### src/rtl/vag_pkg.sv
package vag_pkg;

  typedef enum logic [1:0] {
    VAG_UNIT     = 2'd0,
    VAG_STRIDED  = 2'd1,
    VAG_INDEXED  = 2'd2,
    VAG_UNIT_ALT = 2'd3
  } vag_mode_e;

  // Left shift by the element-size code: x * (1 << es).
  function automatic logic [63:0] vag_scale(input logic [63:0] x, input logic [1:0] es);
    return x << es;
  endfunction

  // Address accumulator start value for the non-indexed modes.
  function automatic logic [63:0] vag_first(input logic [63:0] base, input logic [6:0] imm,
                                            input logic [1:0] es, input logic strided);
    return strided ? base : base + vag_scale(64'(imm), es);
  endfunction

  // Per-element increment for the non-indexed modes.
  function automatic logic [63:0] vag_step(input logic [63:0] stride, input logic [1:0] es,
                                           input logic strided);
    return strided ? stride : vag_scale(64'd1, es);
  endfunction

endpackage

### src/rtl/vag_ctrl.sv
module vag_ctrl #(
  parameter int VLW = 8
) (
  input  logic           clk,
  input  logic           rst_n,
  input  logic           start,
  input  logic [VLW-1:0] vl,
  input  logic           beat_fire,
  output logic           busy,
  output logic           launch,
  output logic           zero_start,
  output logic           last_beat,
  output logic [VLW-1:0] elem,
  output logic [VLW-1:0] cfg_vl,
  output logic           done
);

  logic [VLW-1:0] elem_r;
  logic [VLW-1:0] vl_r;
  logic           busy_r;
  logic           done_r;

  assign launch     = start && !busy_r && (vl != '0);
  assign zero_start = start && !busy_r && (vl == '0);
  assign last_beat  = busy_r && (elem_r == vl_r - 1'b1);

  always_ff @(posedge clk or negedge rst_n) begin
    if (!rst_n) begin
      busy_r <= 1'b0;
      elem_r <= '0;
      vl_r   <= '0;
      done_r <= 1'b0;
    end else begin
      done_r <= (beat_fire && last_beat) || zero_start;
      if (launch) begin
        busy_r <= 1'b1;
        elem_r <= '0;
        vl_r   <= vl;
      end else if (beat_fire) begin
        if (last_beat) busy_r <= 1'b0;
        else           elem_r <= elem_r + 1'b1;
      end
    end
  end

  assign busy   = busy_r;
  assign elem   = elem_r;
  assign cfg_vl = vl_r;
  assign done   = done_r;

  // Element counter advances exactly on accepted non-final beats
  AST_ELEM_STEP: assert property (@(posedge clk) disable iff (!rst_n)
    beat_fire && !last_beat |=> elem == $past(elem) + 1'b1);

endmodule

### src/rtl/vag_addr.sv
module vag_addr
  import vag_pkg::*;
#(
  parameter int AW = 32
) (
  input  logic          clk,
  input  logic          rst_n,
  input  logic          load,
  input  logic [1:0]    mode,
  input  logic [AW-1:0] base,
  input  logic [6:0]    imm,
  input  logic [AW-1:0] stride,
  input  logic [1:0]    esize,
  input  logic          advance,
  input  logic [AW-1:0] idx_data,
  output logic          is_indexed,
  output logic [AW-1:0] addr
);

  logic [AW-1:0] acc_r, step_r, base_r;
  logic          idx_r;
  logic          strided_in;
  logic [AW-1:0] first_w, step_w;

  assign strided_in = (vag_mode_e'(mode) == VAG_STRIDED);
  assign first_w    = AW'(vag_first(64'(base), imm, esize, strided_in));
  assign step_w     = AW'(vag_step(64'(stride), esize, strided_in));

  always_ff @(posedge clk or negedge rst_n) begin
    if (!rst_n) begin
      acc_r  <= '0;
      step_r <= '0;
      base_r <= '0;
      idx_r  <= 1'b0;
    end else if (load) begin
      acc_r  <= first_w;
      step_r <= step_w;
      base_r <= base;
      idx_r  <= (vag_mode_e'(mode) == VAG_INDEXED);
    end else if (advance) begin
      acc_r  <= acc_r + step_r;
    end
  end

  assign is_indexed = idx_r;
  assign addr       = idx_r ? base_r + idx_data : acc_r;

endmodule

### src/rtl/vec_addr_gen.sv
module vec_addr_gen #(
  parameter int AW  = 32,
  parameter int VLW = 8
) (
  input  logic           clk,
  input  logic           rst_n,
  input  logic           start,
  input  logic [1:0]     mode,
  input  logic [AW-1:0]  base,
  input  logic [6:0]     imm,
  input  logic [AW-1:0]  stride,
  input  logic [1:0]     esize,
  input  logic [VLW-1:0] vl,
  input  logic           idx_valid,
  input  logic [AW-1:0]  idx_data,
  output logic           idx_ready,
  output logic           out_valid,
  output logic [AW-1:0]  out_addr,
  output logic [VLW-1:0] out_elem,
  input  logic           out_ready,
  output logic           done
);

  logic           busy, launch, zero_start, last_beat, beat_fire, is_indexed;
  logic [VLW-1:0] elem, cfg_vl;

  assign out_valid = busy && (!is_indexed || idx_valid);
  assign beat_fire = out_valid && out_ready;
  assign idx_ready = busy && is_indexed && out_ready;
  assign out_elem  = elem;

  vag_ctrl #(.VLW(VLW)) u_ctrl (
    .clk(clk), .rst_n(rst_n), .start(start), .vl(vl), .beat_fire(beat_fire),
    .busy(busy), .launch(launch), .zero_start(zero_start), .last_beat(last_beat),
    .elem(elem), .cfg_vl(cfg_vl), .done(done)
  );

  vag_addr #(.AW(AW)) u_addr (
    .clk(clk), .rst_n(rst_n), .load(launch), .mode(mode), .base(base), .imm(imm),
    .stride(stride), .esize(esize), .advance(beat_fire), .idx_data(idx_data),
    .is_indexed(is_indexed), .addr(out_addr)
  );

  AST_HOLD_BEAT: assert property (@(posedge clk) disable iff (!rst_n)
    out_valid && !out_ready && !is_indexed |=>
      out_valid && $stable(out_addr) && $stable(out_elem));

  AST_ELEM_RANGE: assert property (@(posedge clk) disable iff (!rst_n)
    out_valid |-> out_elem < cfg_vl);

  AST_IDX_WITH_BEAT: assert property (@(posedge clk) disable iff (!rst_n)
    idx_valid && idx_ready |-> beat_fire);

  AST_DONE_PULSE: assert property (@(posedge clk) disable iff (!rst_n)
    done && !start |=> !done);

  AST_DONE_NO_BEAT: assert property (@(posedge clk) disable iff (!rst_n)
    done |-> !out_valid);

  AST_ZERO_LEN: assert property (@(posedge clk) disable iff (!rst_n)
    zero_start |=> done && !out_valid);

  AST_BUSY_START: assert property (@(posedge clk) disable iff (!rst_n)
    busy && !beat_fire |=> $stable(cfg_vl) && $stable(out_elem));

endmodule

### config.mk
export PLATFORM = sky130hd
export DESIGN_NAME = vec_addr_gen
export DESIGN_NICKNAME = d
export VERILOG_FILES = /design/src/rtl/vag_pkg.sv /design/src/rtl/vag_ctrl.sv /design/src/rtl/vag_addr.sv /design/src/rtl/vec_addr_gen.sv
export SDC_FILE = /design/constraint.sdc
export NUM_CORES = 1
export LEC_CHECK = 0
export BUFFER_PORTS_ARGS = -buffer_cell sky130_fd_sc_hd__buf_2
export CAP_MARGIN = 25
export CORE_MARGIN = 5
export CORE_UTILIZATION = 40
export DETAILED_ROUTE_END_ITERATION = 7
export GPL_ROUTABILITY_DRIVEN = 1
export PLACE_DENSITY = 0.68
export REMOVE_ABC_BUFFERS = 1
export SYNTH_ARGS = -nofsm -noshare
export SYNTH_HDL_FRONTEND = slang
export SYNTH_SLANG_ARGS = --single-unit
### constraint.sdc
create_clock -name clk -period 3.7 [get_ports clk]
set_input_delay 0.185 -clock clk [delete_from_list [all_inputs] [get_ports clk]]
set_output_delay 0.185 -clock clk [all_outputs]
set_load 0.01 [all_outputs]
Word level (Yosys, flattened, before mapping)
Cells that the tools add are included.
{"block": "word_totals", "regBits": 115, "out_inout_bits": 43, "elab_cells": 49}
{"block": "op_classes", "addsub": 5, "n_eq_ne": 4, "shifts": 2, "mux": 11, "n_reduce_logical": 19}
{"op": "32-bit 2-to-1 mux", "count": 5}
{"op": "32-bit adder", "count": 3}
{"op": "1-bit by 2-bit << shifter with 32-bit output, first input constant", "count": 1}
{"op": "7-bit by 2-bit << shifter with 32-bit output", "count": 1}
{"op": "8-bit 2-to-1 mux", "count": 3}
{"op": "1-bit logical AND", "count": 9}
{"op": "8-bit by 1-bit adder with 8-bit output, second input constant", "count": 1}
{"op": "8-bit equality test", "count": 1}
{"op": "8-bit zero test", "count": 1}
{"op": "8-bit nonzero test", "count": 1}
{"op": "8-bit by 1-bit subtractor with 8-bit output, second input constant", "count": 1}
{"op": "2-bit AND reduction", "count": 2}
{"op": "2-bit nonzero test", "count": 2}
{"op": "1-bit 2-to-1 mux", "count": 3}
{"op": "2-bit by 1-bit equality test with 1-bit output, second input constant", "count": 1}
{"op": "2-bit equality test, second input constant", "count": 1}
{"op": "1-bit zero test", "count": 2}
{"op": "1-bit logical OR", "count": 2}
{"op": "2-bit inequality test, second input constant", "count": 1}

Logic depth before layout (Yosys ltp)
Gate-level depths: netlist of run 1.
{"block": "depth", "ltp_word": 6, "mapped_depth": 16, "ltp_nobuf": 15}

Cells and area by module
From an unflattened synthesis of run 1, not the netlist that was laid out.
{"block": "unflattened", "hier_cells": 1161, "area_unflattened_um2": 9982.1}
{"mod": "vag_addr", "instances": 1, "cells_each": 1044, "area_each_um2": 8833.5, "seq_area_each_um2": 2427.3}
{"mod": "vag_ctrl", "instances": 1, "cells_each": 112, "area_each_um2": 1118.6, "seq_area_each_um2": 450.4}
{"mod": "vec_addr_gen", "instances": 1, "cells_each": 5, "area_each_um2": 30.0, "seq_area_each_um2": 0.0}

Worst setup path before layout of run 1
No wires, ideal clock.
{"block": "synth_path", "path_kind": "input-to-reg", "from": "input esize[0]", "to": "register u_addr.acc_r[19]", "setup_ps": 137, "arrival_ps": 2875, "slack_ps": 688, "stages": 16, "path_buffers": 1, "cell_sequence": "clkbuf_1 mux2i_1 nor2_1 ha_1 a21o_1 a21oi_1 o21bai_1 a21oi_1 o21ba_2 o21ai_0 o21a_1 o21ai_0 nor2_1 nand3_1 xor2_1 a21oi_1"}
{"block": "synth_between", "elab_chain_cells": 4}
{"element": "start, declared", "line": "vec_addr_gen.sv:12", "source": "input logic [1:0] esize,"}
{"element": "7-bit by 2-bit << shifter with 32-bit output", "line": "vag_pkg.sv:12", "source": "return x << es;"}
{"element": "32-bit adder", "line": "vag_pkg.sv:18", "source": "return strided ? base : base + vag_scale(64'(imm), es);"}
{"element": "32-bit 2-to-1 mux", "line": "vag_pkg.sv:18"}
{"element": "32-bit 2-to-1 mux", "line": "vag_addr.sv:35", "source": "end else if (load) begin"}
{"element": "end signal, assigned", "line": "vag_addr.sv:36", "source": "acc_r <= first_w;"}
{"element": "end signal, assigned", "line": "vag_addr.sv:41", "source": "acc_r <= acc_r + step_r;"}
{"element": "end, declared", "line": "vag_addr.sv:20", "source": "logic [AW-1:0] acc_r, step_r, base_r;"}
Every way passes these cells.
A chain may end at the register's enable or synchronous reset.

Worst setup path after layout of run 1
{"block": "layout_path", "from": "register u_addr.base_r[0]", "to": "output out_addr[28]"}
{"block": "layout_between", "elab_chain_cells": 2}
{"element": "start, declared", "line": "vag_addr.sv:20"}
{"element": "start signal, assigned", "line": "vag_addr.sv:38", "source": "base_r <= base;"}
{"element": "32-bit adder", "line": "vag_addr.sv:46", "source": "assign addr = idx_r ? base_r + idx_data : acc_r;"}
{"element": "32-bit 2-to-1 mux", "line": "vag_addr.sv:46"}
{"element": "end, declared", "line": "vec_addr_gen.sv:18", "source": "output logic [AW-1:0] out_addr,"}
Every way passes these cells.

==> results of run 1 <==
[state kept, by name (all words and copies together) (netlist names)]
name / flops
u_ctrl.cfg_vl: 8
u_ctrl.busy: 1
u_ctrl.elem: 8
u_ctrl.done: 1
u_addr.acc_r: 32
u_addr.is_indexed: 1
u_addr.step_r: 32
u_addr.base_r: 32
[synthesized netlist by cell type, types with 3 or more instances]
library cell / count / share of area [%]
nor2_1: 66 / 2.7
buf_1: 7 / 0.29
inv_1: 25 / 1.0
nand3b_1: 4 / 0.33
o21a_1: 11 / 0.90
nor3b_1: 3 / 0.25
fa_1: 3 / 0.66
o21ai_1: 3 / 0.16
a22oi_1: 7 / 0.57
mux2_2: 26 / 3.2
mux2i_1: 11 / 1.2
o21ai_0: 48 / 2.6
a211oi_1: 16 / 1.3
a21oi_1: 87 / 4.8
ha_1: 74 / 10
nand4_1: 6 / 0.41
dfrtp_1: 115 / 31
and3_1: 12 / 0.82
nand3_1: 54 / 3.0
nor3_1: 15 / 0.82
and2_1: 9 / 0.61
o2111ai_1: 3 / 0.29
a31oi_1: 10 / 0.68
xnor2_1: 57 / 5.5
o211ai_1: 9 / 0.74
clkbuf_1: 32 / 1.3
a21o_1: 27 / 2.2
o21bai_1: 5 / 0.41
nand2b_1: 13 / 0.89
xor2_1: 39 / 3.7
nor2b_1: 16 / 1.1
or3_1: 7 / 0.48
nand2_1: 248 / 10
o22ai_1: 9 / 0.61
nor4_1: 4 / 0.27
[kinds of logic (layout without fill, tap and decap cells)]
family	count (synthesis)	after routing	synth area share [%]
and+or+nand+nor	468	468	22.81
AOI/OAI and AO/OA	263	263	18.45
DFF	115	115	31.43
xor gates and xnor gates	96	96	9.183
muxes	38	38	4.564
buffers and inverters	66	272	2.801
adders and majority gates	77	77	10.77
[stage by stage]
stage / hold WS, ns / instances
after CTS: 0.0001173 / 1613
final: 0.008781 / 1614
after global placement: 0.2361 / 1540
after floorplan: -0.1106 / 1082
after detailed placement: 0.2385 / 1540
after global routing: 0.009893 / 1614
[repair_timing]
item / in CTS / in global routing
resized for setup: 2 / 12
hold endpoints to repair: 82 / 0
hold buffers: 40 / 0
pin swaps: 2 / 6
setup buffers: 1 / 1
endpoints found under the setup margin: 5 / 8
[layout make-up]
type,instances,area [um2]
Fill cell,2199,11210
Multi-Input combinational cell,942,6092
Sequential cell,115,2879
Timing Repair Buffer,215,1324
Clock buffer,19,452.9
Tap cell,285,356.6
Clock inverter,13,158.9
Inverter,25,93.84
[power by group]
part           internal [mW]  switching [mW]  total, mW
combinational           2.64            3.28       5.91
sequential              1.85           0.485       2.34
clock                   1.09           0.637       1.73
total                   5.58            4.40       9.98
[metal layers]
| metal | up-vias | global-route usage (%) |
|---|---|---|
| met5 | - | 0 |
| met4 | 0 | 5.428 |
| met3 | 29 | 3.623 |
| met2 | 252 | 36.19 |
| met1 | 4217 | 27.51 |
| li1 | 4339 | - |
[worst register-to-register path: stages (launching register included)]
cell and delay [ns]:
dfrtp_1 0.39, ha_1 0.22, inv_1 0.07, fa_1 0.41, nor2b_1 0.19, o31a_1 0.23, o41ai_2 0.10, a21oi_1 0.27
o21ai_2 0.15, a211oi_2 0.28, nor2_2 0.12, o31ai_2 0.40, xor2_1 0.17, nand2_1 0.07, a22oi_1 0.19
[worst max-delay path by stage]
stage / endpoint / slack, ns / depth (start not counted)
2_1_floorplan: u_ctrl.elem[7]$_DFFE_PN0P_ / -2.96 / 10
3_3_place_gp: out_addr[28] / 0.35 / 16
3_5_place_dp: u_addr.acc_r[19]$_DFFE_PN0P_ / 0.28 / 16
4_1_cts: out_addr[28] / -0.06 / 16
5_1_grt: out_addr[28] / -0.08 / 16
6_report: out_addr[28] / 0.09 / 16
==> flow_metrics.tcl, run 1 <==
set metrics [dict create \
    run_status "complete, no violations" \
    wl_mm 27.44 \
    io_buffers 162 \
    hold_viol_final 0 \
    fin_tns_setup_ns 0 \
    startpoint_type "flop" \
    fp.dieH_um 161.3 \
    track_usage_pct 21.03 \
    final_cell_mix "247 x nand2_1, 161 x buf_2, 114 x dfrtp_1" \
    met3_length_mm 1.359 \
    r2r_slack_ns 0.38 \
    postSynthRegisterBits 115 \
    fmaxAchievable_mhz 277.2 \
    hold_start "stride[26]" \
    vias 8837 \
    finClkSkew_ns 0.008408 \
    grt_pass1_vias 8721 \
    clockRootBuffer "clkbuf_16" \
    path_buf_inv 2 \
    drc 0 \
    antenna_found_initial 0 \
    clk_pin_slew_ns 0.05 \
    dieArea_mm2 0.02602 \
    wl_met1_mm 12.50 \
    gp_congestion 0.9273 \
    max-cap-violations 0 \
    via_per_inst 5.475 \
    ant_nets 0 \
    power_leakage_nw 5.579 \
    wl_per_cell_um 17.00 \
    period_minus_slack_ns 3.607 \
    n_antenna_cell 0 \
    io_pins 163 \
    worstSetupPathType "reg -> out" \
    ys.warnings.count 0 \
    highest-signal-layer "met4" \
    syn_inst 1123 \
    cp-end-kind "output port" \
    crit_required_ns 3.51 \
    setup_ws_ns 0.09305 \
    irDropWorstVdd_mv 0.3471 \
    cts_tree "yes" \
    cts_buffers 17 \
    synth_edf_count 0 \
    hpwl_mm 20.45 \
    grt_start_max_net_pins 73 \
    syn_area_mm2 0.009156 \
    drt-initial-drc-count 550 \
    final_common_cell "nand2_1" \
    initial_core_util_pct 40.57 \
    ys_async_sr_fraction_pct 100.0 \
    ys_dominant_reg_cell "dfrtp_1" \
    htreeDepth 4 \
    grt_setup_unrepaired "true" \
    core.rowCount 55 \
    reg2reg_depth 14 \
    grt_remaining_overflow 0 \
    finalMaxSlewViolations 0 \
    layout-drive-gt1-share_pct 19.79 \
    r2r-end "u_addr.acc_r[28]$_DFFE_PN0P_" \
    fin_crit_sh_pct 97.49 \
    route.met2.wl_mm 13.18 \
    final-setup-viol-count 0 \
    fin_area_mm2 0.01136 \
    worstPathCellList "ha_2, inv_1, fa_2, nor2b_1, o21ai_2, a21boi_2, o21ai_4, a41oi_4, nand4_2, a21boi_4, a221oi_2, nor2b_2, nor2_2, xnor2_1, mux2_4, buf_2" \
    final_util_pct 50.32 \
    crit_fanout 4 \
    critPathSlowestCell "fa_2" \
    hold_path_class "in -> reg" \
    startpoint "u_addr.base_r[0]$_DFFE_PN0P_" \
    min_path_cells 3 \
    dp_slack_ns 0.2764 \
    clockBufferDepth 2 \
    worstSkewPairLatency_ns 0.42 \
    rr_startpoint "u_addr.acc_r[0]$_DFFE_PN0P_" \
    ys_seq_area_share_pct 31.43 \
    postSynthAreaPerCell_um2 8.153 \
    critical-path-max-stage-delay_ns 0.37 \
    drt_pass1_iterations 6 \
    crit_family "compound AO/OA/AOI/OAI gates" \
    slew_headroom_pct 41.64 \
    hold_end "u_addr.step_r[26]$_DFFE_PN0P_" \
    worst_pin_slew_ns 0.8732 \
    power_mw 9.980 \
    area_growth_pct 24.04 \
    worstPathArrival_ns 3.42 \
    p_per_area_mw_per_mm2 878.8 \
    post_dp_cell_area_mm2 0.01028 \
    fp.coreArea_mm2 0.02257 \
    grt_pass1_wl_mm 44.19 \
    numClockSinks 115 \
    synthDistinctLibCells 67 \
    die_x_um 161.3 \
    fin_nets 1513 \
]
(Power assumes the default switching activity.)
==> inputs of run 2 (changes only) <==
--- a/config.mk
+++ b/config.mk
@@ -11,7 +11,7 @@
 export CORE_UTILIZATION = 40
 export DETAILED_ROUTE_END_ITERATION = 7
 export GPL_ROUTABILITY_DRIVEN = 1
-export PLACE_DENSITY = 0.68
+export PLACE_DENSITY_LB_ADDON = 0.1
 export REMOVE_ABC_BUFFERS = 1
 export SYNTH_ARGS = -nofsm -noshare
 export SYNTH_HDL_FRONTEND = slang
==> flow_metrics.tcl, run 2 (same netlist as run 1, synthesis figures left out) <==
set metrics [dict create \
    run_status "complete, but fails checks" \
    violations "hold timing" \
    cp-end-kind "output port" \
    fin_nets 1505 \
    nFillCells 2301 \
    crit_required_ns 3.51 \
    startpoint "u_addr.base_r[0]$_DFFE_PN0P_" \
    drt-initial-drc-count 470 \
    fp.dieH_um 161.3 \
    irDropWorstVdd_mv 0.3492 \
    grt_util_met3_pct 3.955 \
    drc 0 \
    worst_pin_slew_ns 0.8372 \
    dp_slack_ns 0.2306 \
    hpwl_mm 20.34 \
    clk_pin_slew_ns 0.06 \
    core.rowCount 55 \
    layout-drive-gt1-share_pct 20.51 \
    grt_pass1_wl_mm 45.04 \
    track_usage_pct 21.40 \
    rr_startpoint "u_addr.acc_r[1]$_DFFE_PN0P_" \
    slew_headroom_pct 44.19 \
    cts_tree "yes" \
    hold_start "stride[16]" \
    wl_per_cell_um 17.30 \
    io_pins 163 \
    final_common_cell "nand2_1" \
    top_regs "u_addr.acc_r (32), u_addr.base_r (32), u_addr.step_r (32)" \
    final_cell_mix "247 x nand2_1, 161 x buf_2, 114 x dfrtp_1" \
    wl_mm 27.78 \
    final-seq-area_mm2 0.002879 \
    finClkSkew_ns 0.01334 \
    crit_fanout 3 \
    antenna_found_initial 0 \
    ant_nets 0 \
    numClockSinks 115 \
    clockBufferDepth 2 \
    die_x_um 161.3 \
    grt_start_max_net_pins 81 \
    vias 8590 \
    fin_tns_setup_ns 0 \
    worstSetupPathType "reg -> out" \
    n_antenna_cell 0 \
    initial_core_util_pct 40.57 \
    fin_crit_sh_pct 95.49 \
    finalNonFillerCells 1606 \
    hold_viol_final 1 \
    hold_ws_ns -0.001887 \
    gr-usage-met2_pct 34.94 \
    place_inst 1541 \
    max-cap-violations 0 \
    gp_congestion 0.8453 \
    period_minus_slack_ns 3.533 \
    fp.coreArea_mm2 0.02257 \
    area_growth_pct 23.37 \
    dieArea_mm2 0.02602 \
    setup_ws_ns 0.1667 \
    critPathSlowestCell "fa_2" \
    p_per_area_mw_per_mm2 881.4 \
    htreeDepth 4 \
    worstPathArrival_ns 3.35 \
    grt_remaining_overflow 0 \
    clockRootBuffer "clkbuf_16" \
    io_buffers 162 \
    grt_pass1_vias 8615 \
    worstPathCellList "ha_2, inv_1, fa_2, nor2b_2, o21ai_2, a21boi_2, o21ai_4, a41oi_4, nand4_2, a21boi_4, a221oi_2, nor2b_2, nor2_2, xnor2_1, mux2_4, buf_2" \
    multiInputGateArea_mm2 0.006128 \
    power_leakage_nw 5.541 \
    fmaxAchievable_mhz 283.0 \
    finalMaxSlewViolations 0 \
    hold_path_class "in -> reg" \
    worstSkewPairLatency_ns 0.42 \
    cp_common_cell "nor2b_2" \
    cts_buffers 17 \
    grt_setup_unrepaired "false" \
    startpoint_type "flop" \
    via_per_inst 5.349 \
    final-setup-viol-count 0 \
    grt_busiest_layer "met2" \
    critical-path-max-stage-delay_ns 0.39 \
    gr-usage-met1_pct 29.11 \
    drt_pass1_iterations 4 \
]
run 2: changes by cell type in the layout (fill, tap and decap cells not counted), sizes merged:
cell / change
clkbuf: +1
buf: +2
dlygate4sd3: -10
inv: +2
clkinvlp: +2
clkinv: -4
bufinv: -1
run 2: metrics by stage:
step / instance area, um2 / hold WS [ns] / utilization, % / power, mW
2_1_floorplan: 8994 / -0.1106 / - / 6.579
3_3_place_gp: 10300 / 0.2319 / 45.64 / 8.101
6_report: 11300 / -0.001887 / 50.04 / 9.956
4_1_cts: 11210 / 0.0009345 / 49.67 / 9.937
5_1_grt: 11300 / 0.01797 / 50.04 / 10.88
3_5_place_dp: 10300 / 0.2293 / 45.64 / 8.155
run 2: area by class of cell:
type                       count  area share, %
multi-input combinational    942          54.25
sequential                   115          25.49
timing repair buffer         207          11.08
clock buffer                  20          4.043
tap                          285          3.157
clock inverter                12          1.152
inverter                      25         0.8308
run 2: timing repair:
action,CTS,global route
buffers inserted,1,2
endpoints found under the setup margin,6,8
pin swaps,3,4
hold buffers,30,0
hold endpoints to repair,70,0
gates resized for setup,4,17
run 2: layer usage:
| layer | vias to the layer above | wire, um |
|---|---|---|
| li1 | 4328 | - |
| met1 | 4031 | 12970 |
| met2 | 202 | 12940 |
| met3 | 29 | 1409 |
| met4 | 0 | 465 |
| met5 | - | 0 |
run 2: final timing paths:
| path | end | slack [ns] | cells after the start |
|---|---|---|---|
| max | out_addr[28] | 0.17 | 16 |
| min | u_addr.step_r[16]$_DFFE_PN0P_ | -0.002 | 3 |
| max reg2reg | u_addr.acc_r[31]$_DFFE_PN0P_ | 0.43 | 13 |
| min reg2reg | u_addr.step_r[25]$_DFFE_PN0P_ | 0.47 | 2 |
| max in group asynchronous | u_addr.is_indexed$_DFFE_PN0P_ | 2.55 | 3 |
| min in group asynchronous | u_addr.base_r[15]$_DFFE_PN0P_ | 0.30 | 2 |
run 2: critical path: cells and delay by family (launching register included):
kind	cells	cell delay, ns
xor+xnor	1	0.12
fa+ha+maj	2	0.57
mux	1	0.25
compound gates	6	0.88
buf+inv	2	0.19
flops	1	0.35
simple gates	4	0.53
run 2: report_power, final:
part           internal, mW  leakage (nW)  switching [mW]
combinational          2.66          3.83            3.29
clock                  1.03         0.275           0.642
sequential             1.85          1.44           0.484
==> inputs of run 3 (changes only) <==
--- a/config.mk
+++ b/config.mk
@@ -5,9 +5,9 @@
 export SDC_FILE = /design/constraint.sdc
 export NUM_CORES = 1
 export LEC_CHECK = 0
-export BUFFER_PORTS_ARGS = -buffer_cell sky130_fd_sc_hd__buf_2
+export BUFFER_PORTS_ARGS = -buffer_cell sky130_fd_sc_hd__buf_4
 export CAP_MARGIN = 25
-export CORE_MARGIN = 5
+export CORE_MARGIN = 3
 export CORE_UTILIZATION = 40
 export DETAILED_ROUTE_END_ITERATION = 7
 export GPL_ROUTABILITY_DRIVEN = 1
==> constraint.sdc (replaced) <==
create_clock -name clk -period 4.4 [get_ports clk]
set_input_delay 0.22 -clock clk [delete_from_list [all_inputs] [get_ports clk]]
set_output_delay 0.22 -clock clk [all_outputs]
set_load 0.01 [all_outputs]
==> flow_metrics.tcl, run 3 (same netlist as run 1, synthesis figures left out) <==
set metrics [dict create \
    io_buffers 162 \
    io_pins 163 \
    area_growth_pct 24.76 \
    clockRootBuffer "clkbuf_16" \
    r2r_slack_ns 1.00 \
    grt_pass1_wl_mm 43.71 \
    final_common_cell "nand2_1" \
    clockBufferDepth 2 \
    hold_buffers 11 \
    track_usage_pct 22.22 \
    ant_nets 0 \
    crit_fanout 5 \
    p_sw_mw 3.646 \
    layout-drive-gt1-share_pct 19.15 \
    nFillCells 2195 \
    power_frac_clock_pct 18.3 \
    max-cap-violations 0 \
    finalMaxSlewViolations 0 \
    core.rowCount 54 \
    clk_pin_slew_ns 0.06 \
    top_regs "u_addr.acc_r (32), u_addr.base_r (32), u_addr.step_r (32)" \
    crit_required_ns 4.18 \
    die_x_um 157.3 \
    reg2reg_depth 13 \
    drt-initial-drc-count 472 \
    power_mw 8.537 \
    startpoint_type "flop" \
    gp_congestion 0.8686 \
    irDropWorstVdd_mv 0.2854 \
    sw_frac_of_total_pct 42.71 \
    drc 0 \
    htreeDepth 4 \
    dieArea_mm2 0.02474 \
    path_buf_inv 2 \
    worstPathCellList "ha_1, inv_1, fa_1, nor2b_1, o21ai_0, a21boi_1, o21ai_2, a41oi_4, nand4_2, a21boi_2, a221oi_2, nor2b_1, nor2_2, xnor2_1, mux2_4, buf_4" \
    fin_crit_sh_pct 92.95 \
    min_path_cells 3 \
    finalNonFillerCells 1575 \
    final_cell_mix "247 x nand2_1, 169 x buf_4, 114 x dfrtp_1" \
    drt_pass1_iterations 4 \
    finClkSkew_ns 0.01272 \
    fp.coreArea_mm2 0.02216 \
    hold_start "stride[10]" \
    cts_buffers 17 \
    critPathSlowestCell "fa_1" \
    intPower_mw 4.891 \
    period_minus_slack_ns 4.090 \
    fin_nets 1479 \
    dp_slack_ns 0.7552 \
    worstSkewPairLatency_ns 0.43 \
    slew_headroom_pct 36.42 \
    setup_ws_ns 0.3104 \
    r2r-end "u_addr.acc_r[31]$_DFFE_PN0P_" \
    fmaxAchievable_mhz 244.5 \
    worst_pin_slew_ns 0.9536 \
    grt_setup_unrepaired "false" \
    hpwl_mm 19.70 \
    p_comb_share_pct 58.8 \
    run_status "complete, no violations" \
    grt_remaining_overflow 0 \
    crit_family "compound AO/OA/AOI/OAI gates" \
    numClockSinks 115 \
    worstPathArrival_ns 3.87 \
    cts_tree "yes" \
    worstSetupPathType "reg -> out" \
    via_per_inst 5.411 \
    fp.dieH_um 157.3 \
    grt_start_max_net_pins 81 \
    rr_startpoint "u_addr.acc_r[1]$_DFFE_PN0P_" \
    hold_end "u_addr.step_r[10]$_DFFE_PN0P_" \
    p_per_area_mw_per_mm2 747.3 \
    p_seq_share_pct 22.9 \
    n_antenna_cell 0 \
    vias 8522 \
    hold_path_class "in -> reg" \
    initial_core_util_pct 41.32 \
    postCtsResizedCells 0 \
    final-setup-viol-count 0 \
    hold_viol_final 0 \
    cp-end-kind "output port" \
    cp_common_cell "nor2b_1" \
    antenna_found_initial 0 \
    critical-path-max-stage-delay_ns 0.45 \
    grt_pass1_vias 8456 \
    post_cts_buffers 0 \
    place_inst 1532 \
    power_leakage_nw 5.575 \
    wl_mm 26.96 \
    wl_per_cell_um 17.11 \
    hold_ws_ns 0.01289 \
]
[run 3: cell count changes in the layout (fill, tap and decap cells not counted), moves of 3 or more]
cell | previous run | this run
a21oi_1 | 83 | 86
a21oi_2 | 3 | 0
buf_2 | 161 | 0
buf_4 | 14 | 169
bufinv_16 | 2 | 5
dlygate4sd3_1 | 30 | 11
[run 3: area by class of cell]
type / instances / area [um2] / share of cell area, %
Clock buffer: 19 / 442.9 / 3.877
Sequential cell: 115 / 2879 / 25.20
Timing Repair Buffer: 181 / 1406 / 12.31
Clock inverter: 13 / 207.7 / 1.818
Multi-Input combinational cell: 942 / 6043 / 52.90
Tap cell: 280 / 350.3 / 3.067
Inverter: 25 / 93.84 / 0.8215
[run 3: worst max-delay path by stage]
stage	startpoint	to	slack (ns)	cells after the start
after floorplan	u_ctrl.busy$_DFFE_PN0P_	u_ctrl.elem[7]$_DFFE_PN0P_	-2.26	10
after global placement	u_addr.base_r[0]$_DFFE_PN0P_	out_addr[28]	0.81	16
after detailed placement	u_addr.base_r[0]$_DFFE_PN0P_	out_addr[28]	0.76	16
after CTS	u_addr.base_r[0]$_DFFE_PN0P_	out_addr[28]	0.27	16
after global routing	u_addr.base_r[0]$_DFFE_PN0P_	out_addr[28]	0.1	16
final	u_addr.base_r[0]$_DFFE_PN0P_	out_addr[28]	0.31	16
[run 3: worst register-to-register path: stages (launching register included)]
cell	delay, ns
dfrtp_1	0.41
ha_1	0.30
a211oi_1	0.27
o21ai_1	0.19
o311ai_1	0.47
a21oi_1	0.20
o211ai_1	0.28
nand2_1	0.14
a41oi_1	0.34
a21oi_1	0.14
xnor2_1	0.16
nor2_1	0.07
xnor2_1	0.18
a21oi_1	0.09
[run 3: power by group through the flow]
stage               Sequential, mW  Clock [mW]  Combinational [mW]
floorplan                     1.88           0                3.66
global placement              1.96           0                4.94
detailed placement            1.97           0                4.99
CTS                           1.96        1.59                5.04
global route                  2.03        1.64                5.65
finish                        1.96        1.56                5.02
[run 3: metrics by stage]
step,TNS (ns),util (%),cell area (um2)
final,0,51.55,11420
after global placement,0,47.99,10640
after global routing,0,51.55,11420
after detailed placement,0,48.11,10660
after CTS,0,51.55,11420
after floorplan,-79.99,-,8994
[run 3: metal layers]
metal,wire length [um],up-vias,part of all wire (%),track usage (%)
li1,-,4269,-,-
met1,13000,4022,48,31.05
met2,12240,207,45,35.98
met3,1351,24,5.0,3.684
met4,361,0,1.3,5.620
met5,0,-,0,0
